### src/rtl/rbc_pkg.sv
`timescale 1ns/1ps
package rbc_pkg;

  // Sync-mode encodings seen on the sync_mode pin.
  typedef enum logic [1:0] {
    SYNC_BIT       = 2'd0,
    SYNC_BLOCK     = 2'd1,
    SYNC_GROUP     = 2'd2,
    SYNC_GROUP_ALT = 2'd3
  } sync_mode_e;

  localparam int unsigned RBC_CNT_W   = 7;
  localparam int unsigned RBC_BIT_PER = 1;
  localparam int unsigned RBC_BLK_PER = 26;
  localparam int unsigned RBC_GRP_PER = 104;

endpackage

### src/rtl/rbc_calc_src.sv
`timescale 1ns/1ps
// Produces one calculation event per rising data-clock edge or recalc strobe.
module rbc_calc_src #(
  parameter int unsigned SYNC_STAGES = 0
) (
  input  logic clk,
  input  logic rst_n,
  input  logic dclk_in,
  input  logic recalc,
  output logic calc_evt
);

  logic dclk_s;
  logic dclk_q;

  generate
    if (SYNC_STAGES == 0) begin : g_direct
      assign dclk_s = dclk_in;
    end else begin : g_sync
      logic [SYNC_STAGES-1:0] chain;
      always_ff @(posedge clk or negedge rst_n) begin
        if (!rst_n) begin
          chain <= '0;
        end else begin
          chain[0] <= dclk_in;
          for (int i = 1; i < int'(SYNC_STAGES); i++) begin
            chain[i] <= chain[i-1];
          end
        end
      end
      assign dclk_s = chain[SYNC_STAGES-1];
    end
  endgenerate

  always_ff @(posedge clk or negedge rst_n) begin
    if (!rst_n) dclk_q <= 1'b0;
    else        dclk_q <= dclk_s;
  end

  // A strobe and an edge in the same cycle collapse into one event.
  assign calc_evt = (dclk_s & ~dclk_q) | recalc;

endmodule

### src/rtl/rbc_period_sel.sv
`timescale 1ns/1ps
// Maps the sync mode onto the reload period.
module rbc_period_sel
  import rbc_pkg::*;
#(
  parameter int unsigned CNT_W   = RBC_CNT_W,
  parameter int unsigned BIT_PER = RBC_BIT_PER,
  parameter int unsigned BLK_PER = RBC_BLK_PER,
  parameter int unsigned GRP_PER = RBC_GRP_PER
) (
  input  logic [1:0]       sync_mode,
  output logic [CNT_W-1:0] period
);

  localparam logic [CNT_W-1:0] P_BIT = CNT_W'(BIT_PER);
  localparam logic [CNT_W-1:0] P_BLK = CNT_W'(BLK_PER);
  localparam logic [CNT_W-1:0] P_GRP = CNT_W'(GRP_PER);

  always_comb begin
    case (sync_mode_e'(sync_mode))
      SYNC_BIT:   period = P_BIT;
      SYNC_BLOCK: period = P_BLK;
      default:    period = P_GRP;
    endcase
  end

endmodule

### src/rtl/rbc_down_cnt.sv
`timescale 1ns/1ps
// Down-counter: load has priority, then step / reload / zero hold.
module rbc_down_cnt #(
  parameter int unsigned CNT_W   = 7,
  parameter int unsigned RST_VAL = 1
) (
  input  logic             clk,
  input  logic             rst_n,
  input  logic             load_en,
  input  logic [CNT_W-1:0] load_val,
  input  logic             calc_evt,
  input  logic [CNT_W-1:0] period,
  output logic [CNT_W-1:0] count,
  output logic             hit,
  output logic             pulse
);

  localparam logic [CNT_W-1:0] ONE  = CNT_W'(1);
  localparam logic [CNT_W-1:0] ZERO = '0;

  logic [CNT_W-1:0] cnt_nxt;

  always_comb begin
    cnt_nxt = count;
    hit     = 1'b0;
    if (load_en) begin
      cnt_nxt = load_val;
    end else if (calc_evt) begin
      if (count == ZERO) begin
        hit = 1'b1;
      end else if (count == ONE) begin
        hit     = 1'b1;
        cnt_nxt = period;
      end else begin
        cnt_nxt = count - ONE;
      end
    end
  end

  always_ff @(posedge clk or negedge rst_n) begin
    if (!rst_n) begin
      count <= CNT_W'(RST_VAL);
      pulse <= 1'b0;
    end else begin
      count <= cnt_nxt;
      pulse <= hit;
    end
  end

endmodule

### src/rtl/rbc_irq_flag.sv
`timescale 1ns/1ps
// Sticky interrupt flag, write-1 clear, set wins.
module rbc_irq_flag (
  input  logic clk,
  input  logic rst_n,
  input  logic set_i,
  input  logic clr_i,
  output logic flag
);

  always_ff @(posedge clk or negedge rst_n) begin
    if (!rst_n) flag <= 1'b0;
    else        flag <= set_i | (flag & ~clr_i);
  end

endmodule

### src/rtl/rds_bitpos_counter.sv
`timescale 1ns/1ps
module rds_bitpos_counter
  import rbc_pkg::*;
#(
  parameter int unsigned CNT_W       = RBC_CNT_W,
  parameter int unsigned BIT_PER     = RBC_BIT_PER,
  parameter int unsigned BLK_PER     = RBC_BLK_PER,
  parameter int unsigned GRP_PER     = RBC_GRP_PER,
  parameter int unsigned RST_VAL     = RBC_BIT_PER,
  parameter int unsigned SYNC_STAGES = 0
) (
  input  logic             clk,
  input  logic             rst_n,
  input  logic             dclk_in,
  input  logic             recalc,
  input  logic [1:0]       sync_mode,
  input  logic             load_en,
  input  logic [CNT_W-1:0] load_val,
  input  logic             irq_clr,
  output logic [CNT_W-1:0] count,
  output logic             irq_pulse,
  output logic             irq_flag
);

  localparam int unsigned CNT_MAX = (1 << CNT_W) - 1;

  initial begin
    if (GRP_PER > CNT_MAX || BLK_PER > CNT_MAX || BIT_PER > CNT_MAX)
      $error("reload period does not fit counter width");
  end

  logic             calc_evt;
  logic [CNT_W-1:0] period;
  logic             hit;

  rbc_calc_src #(.SYNC_STAGES(SYNC_STAGES)) u_src (
    .clk      (clk),
    .rst_n    (rst_n),
    .dclk_in  (dclk_in),
    .recalc   (recalc),
    .calc_evt (calc_evt)
  );

  rbc_period_sel #(
    .CNT_W(CNT_W), .BIT_PER(BIT_PER), .BLK_PER(BLK_PER), .GRP_PER(GRP_PER)
  ) u_per (
    .sync_mode (sync_mode),
    .period    (period)
  );

  rbc_down_cnt #(.CNT_W(CNT_W), .RST_VAL(RST_VAL)) u_cnt (
    .clk      (clk),
    .rst_n    (rst_n),
    .load_en  (load_en),
    .load_val (load_val),
    .calc_evt (calc_evt),
    .period   (period),
    .count    (count),
    .hit      (hit),
    .pulse    (irq_pulse)
  );

  rbc_irq_flag u_flag (
    .clk   (clk),
    .rst_n (rst_n),
    .set_i (hit),
    .clr_i (irq_clr),
    .flag  (irq_flag)
  );

endmodule

### config.mk
export PLATFORM = sky130hd
export DESIGN_NAME = rds_bitpos_counter
export DESIGN_NICKNAME = d
export VERILOG_FILES = /design/src/rtl/rbc_pkg.sv /design/src/rtl/rbc_calc_src.sv /design/src/rtl/rbc_period_sel.sv /design/src/rtl/rbc_down_cnt.sv /design/src/rtl/rbc_irq_flag.sv /design/src/rtl/rds_bitpos_counter.sv
export SDC_FILE = /design/constraint.sdc
export NUM_CORES = 1
export LEC_CHECK = 0
export BUFFER_PORTS_ARGS = -buffer_cell sky130_fd_sc_hd__buf_4
export CORE_ASPECT_RATIO = 1.2
export CORE_UTILIZATION = 45
export CTS_BUF_LIST = sky130_fd_sc_hd__clkbuf_8
export DETAILED_ROUTE_END_ITERATION = 7
export PLACE_DENSITY = 0.81
export SETUP_SLACK_MARGIN = 0.05
export SLEW_MARGIN = 20
export SYNTH_ARGS = -nofsm -noshare
export SYNTH_HDL_FRONTEND = slang
export SYNTH_HIERARCHICAL = 1
export SYNTH_SLANG_ARGS = --single-unit
### constraint.sdc
create_clock -name clk -period 2.4 [get_ports clk]
set_clock_uncertainty 0.2 [all_clocks]
set_input_delay 0.36 -clock clk [delete_from_list [all_inputs] [get_ports clk]]
set_output_delay 0.36 -clock clk [all_outputs]
set_load 0.01 [all_outputs]
## After elaboration in Yosys (flattened, before gate mapping)

Index checks and enable logic that the tools add are counted.

- Reductions and logical operators: 4
- $add $sub $neg: 1
- Multiplexer cells: 9
- Equal/unequal tests: 3
- Bitwise logic cells: 6

Operators with widths:

| kind | count |
|---|---|
| 2-to-1 mux 7 bit | 4 |
| case mux 7 bit (2 select lines) | 1 |
| == test 7 x 1 -> 1 bit, second input constant | 1 |
| zero test 7 bit | 1 |
| subtractor 7 x 1 -> 7 bit, second input constant | 1 |
| 2-to-1 mux 1 bit | 4 |
| AND 1 bit | 2 |
| == test 2 x 1 -> 1 bit, second input constant | 1 |
| zero test 2 bit | 1 |
| inequality test 2 bit, second input constant | 1 |
| inverter 1 bit | 2 |
| bitwise OR 1 bit | 2 |
| AND reduction 2 bit | 1 |
| nonzero test 2 bit | 1 |

- Input port bits: 15
- Output and inout port bits: 9
- Word-level logic and storage cells: 27
- Register bits: 10

## Longest topological paths before layout

Gate-level depths: netlist of run 1.

- Depth after elaboration: 6
- Mapped depth: 6
- Gate-level depth less buffers: 6

## Hierarchy

The synthesis of run 1 kept the hierarchy.

By module, submodules not included:

| module | seq. area each (µm²) | times used | cells each | area an instance (µm²) |
|---|---|---|---|---|
| rbc_down_cnt | 201.4 | 1 | 70 | 611.8 |
| rbc_period_sel | 0.0 | 1 | 8 | 46.3 |
| rbc_calc_src | 25.0 | 1 | 3 | 36.3 |
| rbc_irq_flag | 25.0 | 1 | 3 | 36.3 |

## Least setup slack after synthesis of run 1

Ideal clock, no wire load.

- Path type: reg-to-reg
- Start: register u_cnt.count[3]
- End: register u_cnt.count[5]
- Path slack: 0.385 ns
- Stages on the path, launching flop included: 5
- Buffers on the path: 1
- Arrival time: 1.689 ns
- Library setup time: 0.126 ns
- Period minus slack after synthesis: 2.015 ns
- Required time: 2.074 ns
- Cells stage by stage: dfrtp_1 -> or4_4 -> buf_6 -> o31a_1 -> a221o_1

- Word-level cells in the longest chain between the ends: 5
- Elaborated cells on any way between the ends: 9
- Classes of those cells: add/sub (1); eq/ne (2); mux (4); reduce/logical (2)

RTL lines:

| item | line | source |
|---|---|---|
| from (decl) | rbc_down_cnt.sv:13 | `output logic [CNT_W-1:0] count,` |
| from (signal assigned) | rbc_down_cnt.sv:42 | `count <= CNT_W'(RST_VAL);` |
| from (signal assigned) | rbc_down_cnt.sv:45 | `count <= cnt_nxt;` |
| subtractor 7 x 1 -> 7 bit or == test 7 x 1 -> 1 bit (tied branches) | rbc_down_cnt.sv:35, rbc_down_cnt.sv:31 |  |
| 2-to-1 mux 7 bit | rbc_down_cnt.sv:31 | `end else if (count == ONE) begin` |
| 2-to-1 mux 7 bit | rbc_down_cnt.sv:29 | `if (count == ZERO) begin` |
| 2-to-1 mux 7 bit | rbc_down_cnt.sv:28 | `end else if (calc_evt) begin` |
| 2-to-1 mux 7 bit | rbc_down_cnt.sv:26 | `if (load_en) begin` |

Several ways; a longest one is shown, not always the timed one. The select of a mux whose other input is x is not followed.
A chain may end at the register's enable or synchronous reset.

## Worst setup path in the final report of run 1

- Start: register u_cnt.count[2]
- End: register u_cnt.count[1]

- Word-level cells in the longest chain between the ends: 5
- Elaborated cells on any way between the ends: 8
- Classes of those cells: eq/ne (2); mux (4); reduce/logical (2)

RTL lines:

| item | line |
|---|---|
| == test 7 x 1 -> 1 bit | rbc_down_cnt.sv:31 |
| 2-to-1 mux 7 bit | rbc_down_cnt.sv:31 |
| 2-to-1 mux 7 bit | rbc_down_cnt.sv:29 |
| 2-to-1 mux 7 bit | rbc_down_cnt.sv:28 |
| 2-to-1 mux 7 bit | rbc_down_cnt.sv:26 |

Several ways; a longest one is shown, not always the timed one. The select of a mux whose other input is x is not followed.

==> impl_metrics.ini, run 1 <==
[outcome]
outcome = finished clean

[placed_design]
gp_congestion = 0.8212
portBuffers = 23
dp_hpwl_mm = 1.272
placed_cells = 117
dpl-instance-area_um2 = 879.6

[layout]
syn2layout_area_growth_pct = 29.28
layout-drive-gt1-share_pct = 29.52
postLayoutCellArea_um2 = 944.7
stdcell_count = 122
fin_nets = 123
antenna_cells = 0
fin_util_pct = 63.71

[synth]
synth_nets = 101
synth_top_family_by_area = compound AO/OA/AOI/OAI gates
async_reset_ff_share_pct = 100.0
synth_area_leaders = dfrtp_1, nor3b_1, dfstp_2
synth_xor_xnor_area_share_pct = 1.199
synth_compound_area_share_pct = 25.17
synthFlopType = dfrtp_1
synth_edf_count = 0
muxShareOfSynthArea_pct = 1.370
synth_area_um2 = 730.7
synthAdderAreaFrac_pct = 3.425
syn_area_per_cell_um2 = 8.699
yosysUniqueCellTypes = 36
seq_area_frac_synth_pct = 34.42
synth-simple-area-share_pct = 24.14
ys_warn_count = 6
synth-seq-cells = 10
synth_cells = 84
synth_top_cell_area_share_pct = 30.82
synth_area_leader_cell = dfrtp_1

[cts]
cts_resized = 0
cts_tree = yes
clock_latency_ns = 0.23
cts_max_level = 1
clock_sinks = 10
numCtsBuffers = 3
root_buffer = clkbuf_8
cts_setup_buffers = 0
clk_pin_slew_ns = 0.05
cts_buffer_depth = 2

[floorplanning]
start_util_pct = 49.28
die_width_um = 38.79
dieArea_mm2 = 0.001790
core_area_mm2 = 0.001483
row_count = 15
fp.dieH_um = 46.14
ios = 24

[drt]
ant_nets = 0
drt_iter0_markers = 24
finalWirelength_mm = 1.760
drc_errors = 0
vias_per_cell = 5.893
drtPass1Iterations = 5
vias = 719
wl_per_cell_um = 14.43

[timing]
rsz0062_at_grt = false
min_period_over_period_pct = 88.79
finalHoldViolations = 0
finalMaxSlewViolations = 0
slew-limit-headroom_pct = 63.69
setup_violations = 0
finalCriticalPeriod_ns = 2.131
tightest_slew_ns = 0.5397
setup_tns_ns = 0
fmax_mhz = 469.3

[global_routing]
grt-ovfl-total = 0
grt_pass1_wl_mm = 2.691
antenna_found_initial = 0
first_global_vias = 630
grt_use_total_pct = 21.16
grt_max_degree = 20

[critical_path]
reg2reg_depth = 4
required_ns = 2.37
r2r-end = u_cnt/count[1]
cp-start-kind = register
timing.rr.start = u_cnt/count[2]
r2r_setup_slack_ns = 0.27
setup.worst_path.class = reg -> reg
critPathMaxFanout = 8
endpoint_kind = register
arrival_ns = 2.11

[min_path]
worst_hold_path.endpoint = u_src/dclk_q
hold_depth = 1
hold_class = in -> reg
min_from = dclk_in

[power]
p_total_w = 0.0006126
power_density_mw_per_mm2 = 648.5
power_leakage_nw = 0.4562
peakVddDrop_v = 0.0003390

[run]
max_cap_violations = 0
[routing by layer]
layer	track usage (%)	part of all wire [%]
met1	25.00	43
met2	36.33	51
met3	4.831	5.9
met4	8.276	0.63
met5	0	0
[registers in the layout, indices dropped and copies added (netlist names)]
| signal | count |
|---|---|
| u_cnt/count | 7 |
| u_cnt/pulse | 1 |
| u_flag/flag | 1 |
| u_src/dclk_q | 1 |
[where the power goes]
group,internal (W),switching [W]
Clock,0.000144,0.0000669
Combinational,0.0000905,0.0000915
Sequential,0.000189,0.0000299
[timing repair]
action,CTS,global route
endpoints found under the setup margin,0,0
hold endpoints to repair,10,0
hold buffers,1,0
[cell usage after synthesis, types with 3 or more instances]
cell,instances
dfrtp_1,9
inv_1,7
nand2_1,6
nor2_1,6
a21oi_1,5
nor3b_1,4
o21ai_0,4
buf_4,3
clkbuf_1,3
nand2b_1,3
nor4_1,3
[kinds of logic (layout without fill, tap and decap cells)]
| kind of cell | Yosys count | count (layout) |
|---|---|---|
| and+or+nand+nor | 32 | 32 |
| AOI/OAI and AO/OA | 23 | 23 |
| adders and majority gates | 2 | 2 |
| DFF | 10 | 10 |
| other | 1 | 1 |
| buffers and inverters | 14 | 35 |
| xor gates and xnor gates | 1 | 1 |
| muxes | 1 | 1 |
[layout by cell type, fill, tap and decap left out, types with 3 or more instances in the layout]
master and n:
nand2b_1 3, nor3b_1 4, o21ai_0 4, buf_4 23, nor2_1 6, dfrtp_1 9
a21oi_1 5, clkbuf_8 4, nand2_1 6, inv_1 7, nor4_1 3
[stage by stage]
step | hold WS, ns | setup slack, ns
after floorplan | -0.1356 | 0.3853
after global placement | 0.0005169 | 0.4331
after detailed placement | -0.001814 | 0.3157
after CTS | 0.04109 | 0.2842
after global routing | 0.03993 | 0.1310
final | 0.04324 | 0.2690
[area by class of cell]
type | count | area (um^2)
repair buffers | 24 | 182.7
multi-input cells | 60 | 407.9
inverters | 7 | 26.28
clock buffers | 4 | 55.05
fillers | 135 | 538.0
well taps | 17 | 21.27
flip-flops and latches | 10 | 251.5
[worst max path at each step]
stage | slack, ns | to | start
floorplan | 0.39 | u_cnt/count[5] | u_cnt/count[3]
global placement | 0.43 | u_cnt/count[1] | u_cnt/count[4]
detailed placement | 0.32 | u_cnt/count[1] | u_cnt/count[3]
CTS | 0.28 | u_cnt/count[1] | u_cnt/count[4]
global route | 0.13 | u_cnt/count[1] | u_cnt/count[2]
finish | 0.27 | u_cnt/count[1] | u_cnt/count[2]
[critical path, stage by stage, from the launching register on]
cell	delay, ns
dfrtp_1	0.47
nor4_1	0.51
nand3_1	0.28
a2111oi_0	0.46
a211o_1	0.15
Note: power is estimated with default switching activity, not from simulation.
==> run 2: changes to the inputs <==
--- a/config.mk
+++ b/config.mk
@@ -5,11 +5,13 @@
 export SDC_FILE = /design/constraint.sdc
 export NUM_CORES = 1
 export LEC_CHECK = 0
-export BUFFER_PORTS_ARGS = -buffer_cell sky130_fd_sc_hd__buf_4
+export BUFFER_PORTS_ARGS = -buffer_cell sky130_fd_sc_hd__buf_2
 export CORE_ASPECT_RATIO = 1.2
 export CORE_UTILIZATION = 45
 export CTS_BUF_LIST = sky130_fd_sc_hd__clkbuf_8
+export CTS_CLUSTER_SIZE = 10
 export DETAILED_ROUTE_END_ITERATION = 7
+export GPL_TIMING_DRIVEN = 0
 export PLACE_DENSITY = 0.81
 export SETUP_SLACK_MARGIN = 0.05
 export SLEW_MARGIN = 20
==> impl_metrics.ini, run 2 (synthesis results as in run 1) <==
[cts]
cts_max_level = 1
clock_sinks = 10
clk_pin_slew_ns = 0.05
root_buffer = clkbuf_8
cts_buffer_depth = 2
clock_latency_ns = 0.24
numCtsBuffers = 3
cts_setup_buffers = 0
cts_tree = yes

[global_routing]
first_global_vias = 650
grt_pass1_wl_mm = 2.856
grt_max_degree = 11
antenna_found_initial = 0
grt-ovfl-total = 0
grt_use_total_pct = 23.54

[min_path]
hold_class = in -> reg
hold_depth = 1

[layout]
layout_common_cells = buf_2, dfrtp_1, inv_1
largest_reg_flops = 7
syn2layout_area_growth_pct = 25.51
fin_nets = 129
final_common_cell = buf_2
top_register = u_cnt/count
layout-drive-gt1-share_pct = 29.73
antenna_cells = 0

[drt]
drt_iter0_markers = 22
vias = 754
drtPass1Iterations = 4
ant_nets = 0
finalWirelength_mm = 1.823
wl_per_cell_um = 14.24
vias_per_cell = 5.891
drc_errors = 0

[floorplanning]
start_util_pct = 49.28
row_count = 15
fp.dieH_um = 46.14
core_area_mm2 = 0.001483
ios = 24
dieArea_mm2 = 0.001790
die_width_um = 38.79

[critical_path]
path_buf_inv = 1
required_ns = 2.33
cp_slowest_cell = or4_4
cp-start-kind = register
slowest_delay_ns = 0.56
arrival_ns = 2.02
crit_chain = or4_4, buf_6, nor2_1, nor2_1, o41ai_2
r2r_setup_slack_ns = 0.31
path_delay_family = simple AND/OR/NAND/NOR gates
endpoint_kind = register
worst-path-stages = 5
reg2reg_depth = 5
critPathMaxFanout = 7
setup.worst_path.class = reg -> reg
critPathMostFrequentCell = nor2_1

[run]
max_cap_violations = 0

[power]
power_density_mw_per_mm2 = 630.1
peakVddDrop_v = 0.0003117
power_leakage_nw = 0.4586

[placed_design]
portBuffers = 22
dp_hpwl_mm = 1.279
dp_slack_ns = 0.3423
gp_congestion = 0.8434

[timing]
fmax_mhz = 479.4
setup_violations = 0
finalHoldViolations = 0
finalMaxSlewViolations = 0
finalCriticalPeriod_ns = 2.086
setup_tns_ns = 0
rsz0062_at_grt = false
setup_ws_ns = 0.3141
min_period_over_period_pct = 86.91

[outcome]
outcome = finished clean
run 2: cell types whose count changed in the layout (fill, tap and decap cells not counted), sizes merged:
cell    delta
clkbuf     +2
inv        +1
buf        +3
run 2: power breakdown:
part | switching [W] | leakage [nW] | internal, W
registers | 0.0000310 | 0.123 | 0.000189
clock network | 0.0000705 | 0.0269 | 0.000112
logic | 0.0000928 | 0.309 | 0.0000818
total | 0.000194 | 0.459 | 0.000384
run 2: final timing paths:
check                                     from              to
min in group asynchronous                rst_n  u_cnt/count[6]
max in group asynchronous                rst_n  u_cnt/count[0]
worst min-delay path                   dclk_in    u_src/dclk_q
worst max register to register  u_cnt/count[3]  u_cnt/count[4]
worst min register to register     u_flag/flag     u_flag/flag
worst max-delay path            u_cnt/count[3]  u_cnt/count[4]
run 2: per-stage QoR:
stage / power (W) / hold slack, ns / instance area (um^2) / cells / utilization [%]
floorplan: 0.0003334 / -0.1356 / 730.7 / 84 / -
global placement: 0.0003868 / 0.03548 / 862.1 / 123 / 58.14
detailed placement: 0.0003920 / 0.03847 / 862.1 / 123 / 58.14
CTS: 0.0005805 / 0.04355 / 917.1 / 128 / 61.86
global route: 0.0006106 / 0.04378 / 917.1 / 128 / 61.86
finish: 0.0005779 / 0.04459 / 917.1 / 128 / 61.86
run 2: cell type report:
cell class | instances | area (um^2)
buffer | 7 | 45.04
sequential | 10 | 251.5
multi-input combinational | 60 | 407.9
tap | 17 | 21.27
clock inverter | 1 | 3.754
fill | 123 | 565.5
inverter | 7 | 26.28
clock buffer | 3 | 41.29
timing repair buffer | 23 | 120.1
run 2: routing by layer:
layer / routed length, um / up-vias / global-route usage [%] / part of all wire (%)
met3: 120 / 16 / 3.382 / 6.6
met1: 758 / 330 / 30.51 / 42
met5: 0 / - / 0 / 0
li1: - / 352 / - / -
met2: 868 / 56 / 34.67 / 48
met4: 75 / 0 / 17.93 / 4.1
run 2: worst register-to-register path, stage by stage (launching register included):
cell and delay (ns):
dfrtp_1 0.45, or4_4 0.56, buf_6 0.15, nor2_1 0.23
nor2_1 0.09, o41ai_2 0.29
run 2: repair_timing:
action,4_1_cts,5_1_grt
hold endpoints to repair,9,0
hold buffers,1,0
gates resized for setup,0,0
